<file path="src/rtl/ocf_pkg.sv">
package ocf_pkg;
    typedef enum logic [2:0] {
        HC_OFF   = 3'd0,
        HC_SOFT  = 3'd1,
        HC_RUN   = 3'd2,
        HC_DRAIN = 3'd3,
        HC_RECHG = 3'd4
    } hc_state_t;
endpackage

</file>
<file path="src/rtl/oc_blank_gate.sv">
// Qualifies the overcurrent comparator: results count only after the switch
// node has been seen high for BLANK_CYC edges while the high side is driven.
module oc_blank_gate #(
    parameter int BLANK_CYC = 4
) (
    input  logic clk,
    input  logic rst_n,
    input  logic arm_i,
    input  logic sw_high_i,
    input  logic oc_raw_i,
    output logic oc_hit_o
);
    generate
        if (BLANK_CYC == 0) begin : g_noblank
            assign oc_hit_o = arm_i & sw_high_i & oc_raw_i;
        end else begin : g_blank
            localparam int BW = $clog2(BLANK_CYC + 1);
            localparam logic [BW-1:0] BLANK_END = BW'(BLANK_CYC);
            logic [BW-1:0] cnt_q;

            always_ff @(posedge clk or negedge rst_n) begin
                if (!rst_n) begin
                    cnt_q <= '0;
                end else if (arm_i && sw_high_i) begin
                    if (cnt_q != BLANK_END) cnt_q <= cnt_q + 1'b1;
                end else begin
                    cnt_q <= '0;
                end
            end

            assign oc_hit_o = arm_i & sw_high_i & oc_raw_i & (cnt_q == BLANK_END);
        end
    endgenerate
endmodule

</file>
<file path="src/rtl/oc_updown_sat.sv">
// Saturating up/down event counter; clear has priority over increment,
// increment over decrement.
module oc_updown_sat #(
    parameter int CNT_W = 3
) (
    input  logic             clk,
    input  logic             rst_n,
    input  logic             clr_i,
    input  logic             inc_i,
    input  logic             dec_i,
    output logic [CNT_W-1:0] cnt_o,
    output logic             full_o,
    output logic             one_o
);
    localparam logic [CNT_W-1:0] CMAX = '1;
    localparam logic [CNT_W-1:0] CONE = CNT_W'(1);

    logic [CNT_W-1:0] cnt_q;

    always_ff @(posedge clk or negedge rst_n) begin
        if (!rst_n) begin
            cnt_q <= '0;
        end else if (clr_i) begin
            cnt_q <= '0;
        end else if (inc_i) begin
            if (cnt_q != CMAX) cnt_q <= cnt_q + 1'b1;
        end else if (dec_i) begin
            if (cnt_q != '0) cnt_q <= cnt_q - 1'b1;
        end
    end

    assign cnt_o  = cnt_q;
    assign full_o = (cnt_q == CMAX);
    assign one_o  = (cnt_q == CONE);
endmodule

</file>
<file path="src/rtl/hiccup_fsm.sv">
// Sequences start-up, counted operation and the hiccup discharge loop.
module hiccup_fsm
    import ocf_pkg::*;
(
    input  logic      clk,
    input  logic      rst_n,
    input  logic      uvlo_i,
    input  logic      ss_low_i,
    input  logic      ss_done_i,
    input  logic      ss_empty_i,
    input  logic      cnt_full_i,
    input  logic      cnt_one_i,
    output hc_state_t state_o,
    output logic      sw_en_o,
    output logic      run_o,
    output logic      fault_o,
    output logic      dis_o,
    output logic      drain_o,
    output logic      off_o
);
    hc_state_t state_q, state_d;

    always_ff @(posedge clk or negedge rst_n) begin
        if (!rst_n) state_q <= HC_OFF;
        else        state_q <= state_d;
    end

    always_comb begin
        state_d = state_q;
        if (uvlo_i) begin
            state_d = HC_OFF;
        end else begin
            unique case (state_q)
                HC_OFF:   if (!ss_low_i) state_d = HC_SOFT;
                HC_SOFT:  begin
                    if (ss_low_i)       state_d = HC_OFF;
                    else if (ss_done_i) state_d = HC_RUN;
                end
                HC_RUN:   begin
                    if (ss_low_i)        state_d = HC_OFF;
                    else if (cnt_full_i) state_d = HC_DRAIN;
                end
                HC_DRAIN: if (ss_empty_i) state_d = cnt_one_i ? HC_SOFT : HC_RECHG;
                HC_RECHG: if (ss_done_i)  state_d = HC_DRAIN;
                default:  state_d = HC_OFF;
            endcase
        end
    end

    always_comb begin
        sw_en_o = 1'b0;
        run_o   = 1'b0;
        fault_o = 1'b0;
        dis_o   = 1'b0;
        drain_o = 1'b0;
        off_o   = 1'b0;
        unique case (state_q)
            HC_OFF:   off_o = 1'b1;
            HC_SOFT:  sw_en_o = 1'b1;
            HC_RUN:   begin sw_en_o = 1'b1; run_o = 1'b1; end
            HC_DRAIN: begin fault_o = 1'b1; dis_o = 1'b1; drain_o = 1'b1; end
            HC_RECHG: fault_o = 1'b1;
            default:  off_o = 1'b1;
        endcase
    end

    assign state_o = state_q;
endmodule

</file>
<file path="src/rtl/oc_hiccup_ctrl.sv">
module oc_hiccup_ctrl
    import ocf_pkg::*;
#(
    parameter int BLANK_CYC = 4,
    parameter int CNT_W     = 3
) (
    input  logic             clk,
    input  logic             rst_n,
    input  logic             uvlo_i,
    input  logic             ss_low_i,
    input  logic             ss_done_i,
    input  logic             ss_empty_i,
    input  logic             cyc_start_i,
    input  logic             pwm_req_i,
    input  logic             sw_high_i,
    input  logic             oc_raw_i,
    output logic             hs_gate_o,
    output logic             ls_gate_o,
    output logic             ss_dis_o,
    output logic             fault_o,
    output logic [CNT_W-1:0] oc_cnt_o
);
    hc_state_t state;
    logic sw_en, run, fault, dis, drain, off;
    logic cnt_full, cnt_one;
    logic cut_q, cut_eff, hs_base, oc_hit;
    logic cnt_inc, cnt_dec;

    hiccup_fsm u_fsm (
        .clk        (clk),
        .rst_n      (rst_n),
        .uvlo_i     (uvlo_i),
        .ss_low_i   (ss_low_i),
        .ss_done_i  (ss_done_i),
        .ss_empty_i (ss_empty_i),
        .cnt_full_i (cnt_full),
        .cnt_one_i  (cnt_one),
        .state_o    (state),
        .sw_en_o    (sw_en),
        .run_o      (run),
        .fault_o    (fault),
        .dis_o      (dis),
        .drain_o    (drain),
        .off_o      (off)
    );

    // Pulse cut for the current period; the strobe opens a new period.
    assign cut_eff = cut_q & ~cyc_start_i;
    assign hs_base = sw_en & pwm_req_i & ~cut_eff;

    oc_blank_gate #(.BLANK_CYC(BLANK_CYC)) u_blank (
        .clk       (clk),
        .rst_n     (rst_n),
        .arm_i     (hs_base),
        .sw_high_i (sw_high_i),
        .oc_raw_i  (oc_raw_i),
        .oc_hit_o  (oc_hit)
    );

    always_ff @(posedge clk or negedge rst_n) begin
        if (!rst_n)           cut_q <= 1'b0;
        else if (!sw_en)      cut_q <= 1'b0;
        else if (cyc_start_i) cut_q <= oc_hit;
        else                  cut_q <= cut_q | oc_hit;
    end

    assign cnt_inc = run & cyc_start_i & cut_q;
    assign cnt_dec = (run & cyc_start_i & ~cut_q) | (drain & ss_empty_i);

    oc_updown_sat #(.CNT_W(CNT_W)) u_cnt (
        .clk    (clk),
        .rst_n  (rst_n),
        .clr_i  (off),
        .inc_i  (cnt_inc),
        .dec_i  (cnt_dec),
        .cnt_o  (oc_cnt_o),
        .full_o (cnt_full),
        .one_o  (cnt_one)
    );

    assign hs_gate_o = hs_base & ~oc_hit;
    assign ls_gate_o = fault | (sw_en & ~hs_gate_o);
    assign ss_dis_o  = dis;
    assign fault_o   = fault;

    logic unused_state;
    assign unused_state = ^state;
endmodule

</file>
<file path="config.mk">
export PLATFORM = sky130hd
export DESIGN_NAME = oc_hiccup_ctrl
export DESIGN_NICKNAME = d
export VERILOG_FILES = /design/src/rtl/ocf_pkg.sv /design/src/rtl/oc_blank_gate.sv /design/src/rtl/oc_updown_sat.sv /design/src/rtl/hiccup_fsm.sv /design/src/rtl/oc_hiccup_ctrl.sv
export SDC_FILE = /design/constraint.sdc
export NUM_CORES = 1
export LEC_CHECK = 0
export BUFFER_PORTS_ARGS = -buffer_cell sky130_fd_sc_hd__buf_2
export CAP_MARGIN = 20
export CELL_PAD_IN_SITES_DETAIL_PLACEMENT = 2
export CELL_PAD_IN_SITES_GLOBAL_PLACEMENT = 2
export CORE_ASPECT_RATIO = 0.7
export CORE_UTILIZATION = 33
export DETAILED_ROUTE_END_ITERATION = 8
export PLACE_DENSITY_LB_ADDON = 0.1
export SYNTH_ARGS = -nofsm -noshare
export SYNTH_HDL_FRONTEND = slang
export SYNTH_SLANG_ARGS = --single-unit
</file>
<file path="constraint.sdc">
create_clock -name clk -period 2.4 [get_ports clk]
set_input_delay 0.6 -clock clk [delete_from_list [all_inputs] [get_ports clk]]
set_output_delay 0.6 -clock clk [all_outputs]
set_load 0.1 [all_outputs]
</file>
==> flow_summary_export.csv <==
group,metric,value,unit
logic_synthesis,synthTopCellsByCount,"a21oi_1, dfrtp_1, nand2_1, inv_1, nor2_1",
global_routing,grt_usage,20.14,%
power_and_ir_drop,peakVddDrop,0.7531,mV
floorplan,core-area,2459,sq um
sta,post-route-period-util,98.52,%
sta,rsz0062_at_grt,"true",
sta,hold_violations,0,
route,first_pass_iters,3,
clocking,path_clk_slew,0.05,ns
place,post-dp-hpwl,2210,um
layout,fill_cells,268,
worst_setup_path,critPathKind,"flop to output pin",
logic_synthesis,yosys-top-cells-area,"dfrtp_1, ha_1, a21oi_1",
clocking,cts_max_level,1,
worst_hold_path,hp-class,"input pin to asynchronous set/reset pin",
route,drt-wirelength-per-cell,17.04,um
sta,fin_skew,0.004984,ns
route,wl_met1,1255,um
logic_synthesis,synth_cell_types,37,
logic_synthesis,syn-num-nets,119,
logic_synthesis,syn_area_per_cell,8.366,sq um
route,dr_wl_met2,1298,um
logic_synthesis,synth_top_area_cell,"dfrtp_1",
logic_synthesis,async_reset_ff_share,100.0,%
route,routed.top_layer,"met3",
clocking,cts.path.max_buffers,2,
worst_setup_path,crit_path_end_kind,"output pin",
route,drc,0,
route,routed_wl,2624,um
job,cap_violations,0,
worst_setup_path,required,1.80,ns
sta,setup_ws,0.03542,ns
floorplan,die_h,44.55,um
global_routing,grt_max_degree,16,
global_routing,grt_pass1_vias,847,
place,gp_congestion,0.7418,
logic_synthesis,netlist.area_leader.share,29.33,%
logic_synthesis,synth_edf_count,0,
floorplan,io-pin-count,17,
worst_setup_path,cp-start-kind,"flop",
outcome,run_status,"finished, final reports clean",
logic_synthesis,synth_flop_cell,"dfrtp_1",
sta,relSlewSlack,67.88,%
clocking,clock_sinks,10,
floorplan,start_util,34.71,%
clocking,clk_latency,0.23,ns
route,post_drt_via_cell_ratio,5.182,
sta,fmax,0.4229,GHz
route,vias,798,
sta,period_needed,2.365,ns
global_routing,grt_pass1_wl,4195,um
power_and_ir_drop,p_leak,0.5112,nW
sta,tightest_slew,0.4851,ns
global_routing,grt_overflow,0,
clocking,cts_tree,"built",
power_and_ir_drop,p_total,1.133,mW
route,antenna_left,0,
global_routing,antenna_found_initial,0,
route,wl_met3,70,um
layout,diodes,0,
logic_synthesis,syn_inst,102,
worst_setup_path,arrival,1.76,ns
clocking,root_buffer,"clkbuf_8",
power_and_ir_drop,cellPowerDensity,1002,nW/um^2
worst_setup_path,reg2reg_slack,0.55,ns
sta,hold_ws,0.2198,ns
layout,area_growth,32.55,%
floorplan,rows,15,
worst_setup_path,crit_fanout,4,
logic_synthesis,yosysSeqAreaShare,29.33,%
floorplan,die_x,62.78,um
layout,finalNetCount,139,
sta,setup_viol,0,
place,post-place-ws,0.1275,ns
layout,drive_above_1_share,29.17,%
sta,maxSlewViolCount,0,
place,portBuffers,16,
logic_synthesis,yosysWarningCount,0,
route,drt_iter0_drc,39,
clocking,numCtsBuffers,3,
logic_synthesis,ys_ff_latch,10,
floorplan,die-area,2797,sq um
logic_synthesis,syn_area,853.3,sq um
## through the flow
step / setup TNS (ns) / instance area [sq um] / std cells / utilization, %
after global routing: -0.02689 / 1131 / 154 / 46.01
after floorplan: -0.2315 / 883.3 / 102 / -
after detailed placement: 0 / 1070 / 151 / 43.51
after global placement: 0 / 1070 / 151 / 43.51
after CTS: 0 / 1126 / 154 / 45.80
final: 0 / 1131 / 154 / 46.01
## flip-flops by register name (all words and copies together), names as in the netlist
signal                 flops
cut_q                      1
u_blank.g_blank.cnt_q      3
u_fsm.state_o              3
u_cnt.cnt_o                3
## report_power, final
| part | internal (mW) | switching [mW] | total [mW] |
|---|---|---|---|
| clock network | 0.109 | 0.0561 | 0.165 |
| logic | 0.245 | 0.480 | 0.725 |
| registers | 0.199 | 0.0442 | 0.243 |
| total | 0.553 | 0.581 | 1.13 |
## cells by family after synthesis
family	share of synthesized area, %
mux	2.639
buf+inv	6.157
xor+xnor	4.106
fa+ha+maj	10.26
simple gates	26.83
flops	29.33
compound gates	20.67
## placed cells by master, fill, tap and decap left out, types with 2 or more instances in the layout
cell,n
a21oi_1,10
nor2_1,8
nand3b_1,2
nor2b_1,3
nand2b_1,3
inv_1,7
buf_2,12
inv_2,2
buf_4,3
o21ai_0,2
ha_1,6
nand2_1,9
nor3b_1,2
a211oi_2,2
xnor2_1,2
mux2_1,2
nor3_1,3
dfrtp_1,10
o22ai_1,2
clkbuf_8,3
buf_12,4
## critical path, stage by stage, from the launching register on
cell and delay, ns:
dfrtp_1 0.41, inv_2 0.09, ha_4 0.14, and3_4 0.18
nand2_2 0.05, and4_4 0.16, o311ai_4 0.27, buf_12 0.22
## layout make-up
type,count,area [sq um],share of cell area [%]
Multi-Input combinational cell,79,600.6,53.10
Sequential cell,10,250.2,22.12
Timing Repair Buffer,19,162.7,14.38
Tap cell,34,42.54,3.761
Clock buffer,3,41.29,3.650
Inverter,9,33.78,2.987
## worst paths after layout
path / startpoint / end / cells after the start
setup reg to reg: u_fsm.state_o[2]$_DFFE_PN0P_ / u_cnt.cnt_o[1]$_DFFE_PN0P_ / 5
hold reg to reg: u_cnt.cnt_o[1]$_DFFE_PN0P_ / u_cnt.cnt_o[1]$_DFFE_PN0P_ / 1
hold / removal: rst_n / u_cnt.cnt_o[0]$_DFFE_PN0P_ / 1
max in group asynchronous: rst_n / u_blank.g_blank.cnt_q[2]$_DFFE_PN0P_ / 1
setup / recovery: u_blank.g_blank.cnt_q[0]$_DFFE_PN0P_ / ls_gate_o / 7
min in group clk: uvlo_i / u_fsm.state_o[2]$_DFFE_PN0P_ / 2
## routing by layer
metal | GRT usage [%] | vias up
met4 | 1.395 | 0
met2 | 36.74 | 13
met1 | 25.93 | 389
met3 | 4.124 | 0
li1 | - | 396
met5 | 0 | -
## timing repair
action                                  in CTS  in global routing
endpoints found under the setup margin       1                  3
gates resized for setup                      4                  2
hold buffers                                 0                  0
buffers inserted                             0                  0
pin swaps                                    2                  0
No activity file was read; power rests on OpenSTA's default activity.
